--- src/rtl/wgc_pkg.sv ---
package wgc_pkg;
  localparam int WORD_W = 16;
  localparam int BYTE_W = 8;

  // binary count -> stored word (reflected Gray, rotated right by one)
  function automatic logic [WORD_W-1:0] to_stored(input logic [WORD_W-1:0] b);
    logic [WORD_W-1:0] g;
    g = b ^ (b >> 1);
    return {g[0], g[WORD_W-1:1]};
  endfunction
endpackage

--- src/rtl/wgc_rst_sync.sv ---
module wgc_rst_sync (
  input  logic clk,
  input  logic rst_n,
  output logic rst_n_sync
);
  logic [1:0] sync_q;

  always_ff @(posedge clk or negedge rst_n) begin
    if (!rst_n) sync_q <= 2'b00;
    else        sync_q <= {sync_q[0], 1'b1};
  end

  assign rst_n_sync = sync_q[1];
endmodule

--- src/rtl/wgc_gray_decode.sv ---
module wgc_gray_decode
  import wgc_pkg::*;
(
  input  logic [WORD_W-1:0] stored_i,
  output logic [WORD_W-1:0] bin_o
);
  logic [WORD_W-1:0] gray;

  // undo the rotation: stored bit 15 is Gray bit 0
  assign gray = {stored_i[WORD_W-2:0], stored_i[WORD_W-1]};

  // each binary bit is the parity of the Gray bits at and above it
  for (genvar i = 0; i < WORD_W; i++) begin : g_bit
    assign bin_o[i] = ^gray[WORD_W-1:i];
  end
endmodule

--- src/rtl/wgc_step.sv ---
module wgc_step
  import wgc_pkg::*;
#(
  parameter int NUM_PAIRS = 153,
  parameter int PAIR_W    = 8,
  parameter int ADDR_W    = 16,
  parameter int BASE_ADDR = 0
) (
  input  logic [PAIR_W-1:0] pair_i,
  input  logic [WORD_W-1:0] bin_i,
  output logic              at_limit_o,
  output logic [PAIR_W-1:0] nxt_pair_o,
  output logic [WORD_W-1:0] nxt_bin_o,
  output logic [ADDR_W-1:0] addr_o,
  output logic [BYTE_W-1:0] data_o
);
  localparam logic [PAIR_W-1:0] LAST_PAIR = PAIR_W'(NUM_PAIRS - 1);

  logic              wrap;
  logic              hi_sel;
  logic [WORD_W-1:0] old_s;
  logic [WORD_W-1:0] new_s;

  always_comb begin
    wrap       = &bin_i;
    at_limit_o = wrap && (pair_i == LAST_PAIR);
    nxt_bin_o  = bin_i + WORD_W'(1);
    nxt_pair_o = wrap ? pair_i + PAIR_W'(1) : pair_i;
    old_s      = to_stored(bin_i);
    new_s      = to_stored(nxt_bin_o);
    // the single changed bit decides the byte; at wrap it is stored bit 14
    hi_sel     = (old_s[WORD_W-1:BYTE_W] != new_s[WORD_W-1:BYTE_W]);
    addr_o     = ADDR_W'(BASE_ADDR) + (ADDR_W'(nxt_pair_o) << 1) + ADDR_W'(hi_sel);
    data_o     = hi_sel ? new_s[WORD_W-1:BYTE_W] : new_s[BYTE_W-1:0];
  end
endmodule

--- src/rtl/wgc_req_track.sv ---
module wgc_req_track (
  input  logic clk,
  input  logic rst_n,
  input  logic inc_i,
  input  logic fire_i,
  input  logic clear_i,
  input  logic worn_i,
  output logic pending_o,
  output logic overflow_o
);
  logic pend_d;
  logic ovf_d;

  always_comb begin
    pend_d = pending_o;
    ovf_d  = overflow_o;
    if (clear_i || worn_i) begin
      pend_d = 1'b0;
      if (clear_i) ovf_d = 1'b0;
    end else if (fire_i) begin
      // one request consumed; a second one present stays held
      pend_d = inc_i && pending_o;
    end else begin
      pend_d = pending_o || inc_i;
      if (inc_i && pending_o) ovf_d = 1'b1;
    end
  end

  always_ff @(posedge clk or negedge rst_n) begin
    if (!rst_n) begin
      pending_o  <= 1'b0;
      overflow_o <= 1'b0;
    end else begin
      pending_o  <= pend_d;
      overflow_o <= ovf_d;
    end
  end
endmodule

--- src/rtl/wear_gray_counter.sv ---
module wear_gray_counter
  import wgc_pkg::*;
#(
  parameter  int NUM_PAIRS = 153,
  parameter  int ADDR_W    = 16,
  parameter  int BASE_ADDR = 0,
  localparam int PAIR_W    = (NUM_PAIRS > 1) ? $clog2(NUM_PAIRS) : 1,
  localparam int CNT_W     = PAIR_W + 16
) (
  input  logic              clk,
  input  logic              rst_n,
  input  logic              inc,
  input  logic              pwr_warn,
  input  logic              restore_en,
  input  logic [PAIR_W-1:0] restore_pair,
  input  logic [15:0]       restore_word,
  output logic              wr_req,
  output logic [ADDR_W-1:0] wr_addr,
  output logic [7:0]        wr_data,
  input  logic              wr_ack,
  output logic [CNT_W-1:0]  count_out,
  output logic              overflow,
  output logic              worn_out
);
  localparam logic [PAIR_W-1:0] LAST_PAIR = PAIR_W'(NUM_PAIRS - 1);

  logic              rst_n_s;
  logic [PAIR_W-1:0] pair_q, pair_d;
  logic [WORD_W-1:0] bin_q, bin_d;
  logic              worn_q, worn_d;
  logic              req_q, req_d;
  logic [ADDR_W-1:0] addr_q, addr_d;
  logic [BYTE_W-1:0] data_q, data_d;

  logic              inc_eff, pending, fire;
  logic              at_limit;
  logic [PAIR_W-1:0] nxt_pair, rest_pair;
  logic [WORD_W-1:0] nxt_bin, rest_bin;
  logic [ADDR_W-1:0] nxt_addr;
  logic [BYTE_W-1:0] nxt_data;

  wgc_rst_sync u_rst (
    .clk        (clk),
    .rst_n      (rst_n),
    .rst_n_sync (rst_n_s)
  );

  wgc_step #(
    .NUM_PAIRS (NUM_PAIRS),
    .PAIR_W    (PAIR_W),
    .ADDR_W    (ADDR_W),
    .BASE_ADDR (BASE_ADDR)
  ) u_step (
    .pair_i     (pair_q),
    .bin_i      (bin_q),
    .at_limit_o (at_limit),
    .nxt_pair_o (nxt_pair),
    .nxt_bin_o  (nxt_bin),
    .addr_o     (nxt_addr),
    .data_o     (nxt_data)
  );

  wgc_gray_decode u_dec (
    .stored_i (restore_word),
    .bin_o    (rest_bin)
  );

  assign inc_eff = inc && !worn_q;
  assign fire    = (inc_eff || pending) && !req_q && !pwr_warn && !restore_en && !worn_q;

  wgc_req_track u_req (
    .clk        (clk),
    .rst_n      (rst_n_s),
    .inc_i      (inc_eff),
    .fire_i     (fire),
    .clear_i    (restore_en),
    .worn_i     (worn_q),
    .pending_o  (pending),
    .overflow_o (overflow)
  );

  assign rest_pair = (restore_pair > LAST_PAIR) ? LAST_PAIR : restore_pair;

  always_comb begin
    pair_d = pair_q;
    bin_d  = bin_q;
    worn_d = worn_q;
    req_d  = req_q;
    addr_d = addr_q;
    data_d = data_q;
    if (req_q && wr_ack) req_d = 1'b0;
    if (restore_en) begin
      pair_d = rest_pair;
      bin_d  = rest_bin;
      worn_d = 1'b0;
    end else if (fire) begin
      if (at_limit) begin
        worn_d = 1'b1;
      end else begin
        pair_d = nxt_pair;
        bin_d  = nxt_bin;
        req_d  = 1'b1;
        addr_d = nxt_addr;
        data_d = nxt_data;
      end
    end
  end

  always_ff @(posedge clk or negedge rst_n_s) begin
    if (!rst_n_s) begin
      pair_q <= '0;
      bin_q  <= '0;
      worn_q <= 1'b0;
      req_q  <= 1'b0;
      addr_q <= '0;
      data_q <= '0;
    end else begin
      pair_q <= pair_d;
      bin_q  <= bin_d;
      worn_q <= worn_d;
      req_q  <= req_d;
      addr_q <= addr_d;
      data_q <= data_d;
    end
  end

  assign wr_req    = req_q;
  assign wr_addr   = addr_q;
  assign wr_data   = data_q;
  assign count_out = {pair_q, bin_q};
  assign worn_out  = worn_q;
endmodule

--- config.mk ---
export PLATFORM = sky130hd
export DESIGN_NAME = wear_gray_counter
export DESIGN_NICKNAME = d
export VERILOG_FILES = /design/src/rtl/wgc_pkg.sv /design/src/rtl/wgc_rst_sync.sv /design/src/rtl/wgc_gray_decode.sv /design/src/rtl/wgc_step.sv /design/src/rtl/wgc_req_track.sv /design/src/rtl/wear_gray_counter.sv
export SDC_FILE = /design/constraint.sdc
export NUM_CORES = 1
export LEC_CHECK = 0
export ABC_CLOCK_PERIOD_IN_PS = 1400
export BUFFER_PORTS_ARGS = -buffer_cell sky130_fd_sc_hd__clkbuf_2
export CAP_MARGIN = 0
export CORE_ASPECT_RATIO = 0.7
export CORE_UTILIZATION = 30
export CTS_CLUSTER_SIZE = 28
export DETAILED_ROUTE_END_ITERATION = 8
export MAX_ROUTING_LAYER = met4
export SYNTH_ARGS = -nofsm -noshare
export SYNTH_HDL_FRONTEND = slang
export SYNTH_SLANG_ARGS = --single-unit
--- constraint.sdc ---
create_clock -name clk -period 1.4 [get_ports clk]
set_input_delay 0.28 -clock clk [delete_from_list [all_inputs] [get_ports clk]]
set_output_delay 0.28 -clock clk [all_outputs]
set_load 0.02 [all_outputs]
## After elaboration in Yosys (flattened, before gate mapping)

Index checks and enable logic that the tools add are counted.

- Equality and inequality tests: 5
- Mux-type cells: 22
- Reduce and logical (&&, ||, !) cells: 37
- Bitwise gates (word level): 4
- Order comparisons: 1
- Add/subtract/negate cells: 3

Operators with widths:

| kind | count |
|---|---|
| 16-bit 2-to-1 mux | 3 |
| 8-bit 2-to-1 mux | 6 |
| 16-bit by 15-bit bitwise XOR with 16-bit output | 2 |
| 16-bit by 1-bit adder with 16-bit output (second input constant) | 1 |
| 16-bit AND reduction | 1 |
| 16-bit XOR reduction | 1 |
| 15-bit XOR reduction | 1 |
| 14-bit XOR reduction | 1 |
| 1-bit 2-to-1 mux | 13 |
| 13-bit XOR reduction | 1 |
| 12-bit XOR reduction | 1 |
| 11-bit XOR reduction | 1 |
| 9-bit by 1-bit adder with 10-bit output | 1 |
| 10-bit XOR reduction | 1 |
| 9-bit XOR reduction | 1 |
| 8-bit by 1-bit adder with 8-bit output (second input constant) | 1 |
| 8-bit equality test (second input constant) | 1 |
| 8-bit > comparator (second input constant) | 1 |
| 1-bit logical AND | 8 |
| 8-bit inequality test | 1 |
| 8-bit XOR reduction | 1 |
| 7-bit XOR reduction | 1 |
| 3-bit AND reduction | 2 |
| 2-bit nonzero test | 3 |
| other kinds (11) | 18 |

- Register bits: 54
- Input bits: 30
- Output and inout port bits: 51

## Depth between registers and ports, before layout

- Depth after elaboration: 9
- Mapped depth: 11
- Gate-level depth less buffers: 9

## Cells and area by module

A second synthesis with hierarchy kept.

- Cell total of the unflattened synthesis: 401
- Area, all modules: 4045.1 um^2

Modules (own cells, without submodules):

| module | cells each | area an instance (um^2) | times used |
|---|---|---|---|
| wear_gray_counter | 208 | 2391.0 | 1 |
| wgc_step | 153 | 1179.9 | 1 |
| wgc_gray_decode | 29 | 326.6 | 1 |
| wgc_req_track | 8 | 93.8 | 1 |
| wgc_rst_sync | 3 | 53.8 | 1 |

## Least setup slack after synthesis

Ideal clock, no wire load.

- Kind: flip-flop to flip-flop
- Start: register bin_q[1]
- End: register data_q[2], in the netlist wr_data[2]
- Setup time: 87 ps
- Arrival time: 2648 ps
- Clock period less this slack: 2735 ps
- Data required time: 1313 ps
- Cell stages (with the launch flop): 10
- Path slack: -1335 ps
- Cells stage by stage: dfrtp_1 > ha_1 > nand3_2 > buf_2 > o31a_1 > nor4_1 > mux2i_1 > nor4_4 > nand2_1 > o211ai_1

- Longest elaborated chain between the ends: 4
- Elaborated cells on any way between the ends: 9
- Those cells by class: add/sub (1); eq/ne (1); mux (1); bitwise (3); reduce/logical (3)

RTL lines:

| what | line | text |
|---|---|---|
| from (decl) | wear_gray_counter.sv:29 | `logic [WORD_W-1:0] bin_q, bin_d;` |
| from (signal assigned) | wear_gray_counter.sv:119 | `bin_q <= bin_d;` |
| 16-bit by 1-bit adder with 16-bit output or 16-bit AND reduction (tied branches) | wgc_step.sv:27, wgc_step.sv:25 |  |
| 16-bit by 15-bit bitwise XOR with 16-bit output or 1-bit logical AND (tied branches) | wgc_pkg.sv:8, wgc_step.sv:26 |  |
| 8-bit inequality test or 1-bit NOT (tied branches) | -- |  |
| 8-bit 2-to-1 mux or 3-bit AND reduction (tied branches) | -- |  |
| to (signal assigned) | wear_gray_counter.sv:123 | `data_q <= data_d;` |
| to (decl) | wear_gray_counter.sv:33 | `logic [BYTE_W-1:0] data_q, data_d;` |

Several ways; a longest one is shown, not always the timed one.
A chain may end at the register's enable or synchronous reset.

## Worst setup path in the final report

- Start: register bin_q[10]
- End: register data_q[4], in the netlist wr_data[4]

The elaborated chain is that of the path after synthesis.

==> run metrics <==
outcome finished, violations left; violated checks negative setup slack; LEAKAGE 2.67 nW; top cells by area, synth sky130_fd_sc_hd__dfrtp_1 34%, sky130_fd_sc_hd__xnor2_1 7.9%, sky130_fd_sc_hd__xor2_1 6.4%, sky130_fd_sc_hd__nand2_1 4.5%, sky130_fd_sc_hd__o21ai_0 3.3%; layout overhead on the synthesized area 73.3%; die span in y 91.6 microns; average cell area after synthesis 9.22 sq um; post-synthesis instance area between 3000 and 4000 sq um; net switching power 3.98 mW; number of rows in the core area 32; FF+latch count, synth 47; last element of the critical path wr_data[4]; deepest level of the CTS H-tree 2; arrival time of data at the critical path endpoint 2.68 ns; Yosys cell types between 50 and 60; number of nets in the finished design approximately 620; PD cells 1600 nW/um^2; Placement Setup Slack -1.13 ns; Design Power 9.51 mW; reg-to-reg startpoint bin_q[10]; fmax 406 MHz; leading cell types in the layout, fill and taps excluded 119 x sky130_fd_sc_hd__buf_4, 68 x sky130_fd_sc_hd__clkbuf_2, 33 x sky130_fd_sc_hd__dfrtp_1, 29 x sky130_fd_sc_hd__nand2_1, 29 x sky130_fd_sc_hd__buf_6; initial standard-cell utilization of the core 0.310; Req. time, crit path 1.62 ns; Gate power share 0.624; internal power consumption 5.52 mW; Crit Path Class reg2reg; setup slack of the critical path after layout -1.06 ns; clock-pin transition on the worst setup and hold timing paths approximately 0.070 ns; total congestion overflow after global routing 0; Via Count 3619; global router's overall resource usage 0.210; drt total wl 11.7 mm; setup repair after global routing missed its margin true; number of global-route vias before repair roughly 3700; post-route clock period utilization 1.76; crit path launch type flip-flop; clock root buffer sky130_fd_sc_hd__clkbuf_16; total of warnings raised by yosys 0; number of enable-type register cells in the synthesized netlist 0; switching power as a share of total power 0.419; full die area 11900 sq um; capture point of the worst reg-to-reg path wr_data[4]; endpoint kind of the worst setup timing path flip-flop; number of cells produced by synthesis 373; Final Skew 0.00941 ns; most common cell after layout, fill and taps aside sky130_fd_sc_hd__buf_4; area share of the largest cell type after synthesis 0.342; clock tree from TritonCTS done; worst hold-check slack 0.152 ns; Longest Clk Path Bufs 2; share of layout cells above drive strength 1 0.586; per-cell via count in the routed design 4.91; final RePlAce weighted congestion ~0.86; global-route wire length before repair 18.5 mm; Pre-Repair DR Iteration Count 4; proportion of power drawn by the clock network 0.150; minimum clock period about 2.5 ns; clock latency at the later pin of the worst-skew pair around 0.3 ns; Core Area 11100 sq um; async set or reset register ratio after synthesis 1.00; number of diodes 0; number of sinks handled by clock tree synthesis 47; routed wire length per instance between 15 and 20 microns; sequential area share after synthesis 0.342; antenna violations before repair 0; pin count of the biggest net entering global routing 36; pins over their slew limit 0; class of the tightest hold or removal check reg2async; Max FO, Critical Path 4; Final Hold Violating Endpoints 0; library cell with the largest summed area after synthesis sky130_fd_sc_hd__dfrtp_1; relative contribution of sequential cells to total power 0.226; TNS Setup -34.29 ns; width of the die roughly 130 microns; # IOs 81; maximum ir drop on the vdd rail 0.000870 V; worst-case reg-to-reg path depth 10; number of buffers added by the clock tree synthesis step 5; crit path launch bin_q[10]; post-detail-place hpwl between 8 and 9 mm; post-detailed-route DRC marker count 0; r2r setup slk -1.06 ns; number of violations reported at the end of detailed-routing iteration 0 approximately 240; commonest register cell after synthesis sky130_fd_sc_hd__dfrtp_1; post-detailed-route count of antenna-violating nets 0; count of input and output buffers 73; max_cap viols 0; final setup violation count 45
==> critical path: stages (launching register included) <==
cell and delay [ns]:
sky130_fd_sc_hd__dfrtp_2 0.43, sky130_fd_sc_hd__buf_6 0.14, sky130_fd_sc_hd__buf_6 0.11, sky130_fd_sc_hd__xor2_2 0.17
sky130_fd_sc_hd__or4_4 0.42, sky130_fd_sc_hd__and4_1 0.20, sky130_fd_sc_hd__o221ai_2 0.22, sky130_fd_sc_hd__nor4_4 0.09
sky130_fd_sc_hd__buf_2 0.15, sky130_fd_sc_hd__or3_1 0.37, sky130_fd_sc_hd__o211ai_1 0.08
==> how the worst min path moves through the flow <==
| stage | to | slack [ns] | cells after the start |
|---|---|---|---|
| finish | u_req.overflow_o | 0.15 | 0 |
| global route | wr_req | 0.14 | 2 |
| CTS | wr_req | 0.13 | 2 |
| detailed placement | u_rst.sync_q[0] | 0.07 | 1 |
| global placement | u_rst.sync_q[0] | 0.07 | 1 |
| floorplan | u_rst.sync_q[0] | -0.02 | 0 |
==> Yosys cell counts, types with 3 or more instances <==
master	instances
sky130_fd_sc_hd__a21oi_1	11
sky130_fd_sc_hd__a221o_1	8
sky130_fd_sc_hd__a22oi_1	4
sky130_fd_sc_hd__buf_2	9
sky130_fd_sc_hd__buf_4	11
sky130_fd_sc_hd__clkbuf_1	11
sky130_fd_sc_hd__dfrtp_1	47
sky130_fd_sc_hd__ha_1	9
sky130_fd_sc_hd__inv_1	8
sky130_fd_sc_hd__mux2i_1	6
sky130_fd_sc_hd__nand2_1	41
sky130_fd_sc_hd__nand3_1	10
sky130_fd_sc_hd__nand4_1	5
sky130_fd_sc_hd__nor2_1	27
sky130_fd_sc_hd__nor3_1	4
sky130_fd_sc_hd__nor4_1	9
sky130_fd_sc_hd__o211ai_1	6
sky130_fd_sc_hd__o21a_1	3
sky130_fd_sc_hd__o21ai_0	23
sky130_fd_sc_hd__o22ai_1	5
sky130_fd_sc_hd__o31a_1	5
sky130_fd_sc_hd__o31ai_1	3
sky130_fd_sc_hd__or3_1	4
sky130_fd_sc_hd__or4_1	3
sky130_fd_sc_hd__xnor2_1	31
sky130_fd_sc_hd__xnor3_1	4
sky130_fd_sc_hd__xor2_1	25
==> area by class of cell <==
cell class                 count  area [sq um]
timing repair buffer         230          1750
tap                          153           191
clock buffer                   6           129
fill                        1016          5130
sequential                    47          1190
inverter                       8          30.0
multi-input combinational    291          2630
clock inverter                 2          37.5
==> state kept, by name, summed over array words and instances, names as in the netlist <==
name / flops
u_req.pending_o: 1
u_req.overflow_o: 1
worn_out: 1
wr_data: 8
pair_q: 8
u_rst.sync_q: 2
bin_q: 16
wr_addr: 9
wr_req: 1
==> power groups by stage <==
stage / registers, mW / clock network (mW) / logic (mW)
final: 2.15 / 1.42 / 5.94
after global routing: 2.19 / 1.48 / 6.40
after CTS: 2.12 / 1.43 / 5.69
after detailed placement: 2.10 / 0 / 5.04
after global placement: 2.08 / 0 / 4.97
after floorplan: 2.52 / 0 / 2.71
==> routing by layer <==
layer | routed length, microns | vias to the layer above | track usage | share of wire
met2 | 5300 | 104 | 0.301 | 0.45
met1 | 5580 | 1747 | 0.292 | 0.48
met3 | 624 | 18 | 0.0407 | 0.053
li1 | - | 1750 | - | -
met5 | 0 | - | - | 0
met4 | 206 | 0 | 0.0717 | 0.018
==> timing repair <==
| action | 4_1_cts | 5_1_grt |
|---|---|---|
| buffers inserted | 24 | 14 |
| cloned | 1 | 0 |
| gates resized for setup | 100 | 58 |
| pin swaps | 53 | 28 |
| setup endpoints to repair | 44 | 49 |
| hold endpoints to repair | 2 | 0 |
| hold buffers | 1 | 0 |
==> cells by family after synthesis <==
family	Yosys count	share of synthesized area
simple gates	121	0.185
xor+xnor	62	0.183
fa+ha+maj	9	0.0328
other cells	2	0.00218
compound gates	85	0.175
flops	47	0.342
buf+inv	41	0.0622
mux	6	0.0175
==> through the flow <==
| stage | std cells | instance area [sq um] | utilization |
|---|---|---|---|
| floorplan | 379 | 3690 | - |
| global placement | 698 | 4940 | 0.445 |
| detailed placement | 698 | 4940 | 0.445 |
| CTS | 729 | 5690 | 0.513 |
| global route | 737 | 5960 | 0.537 |
| finish | 737 | 5960 | 0.537 |
No activity file was read; power rests on OpenSTA's default activity.
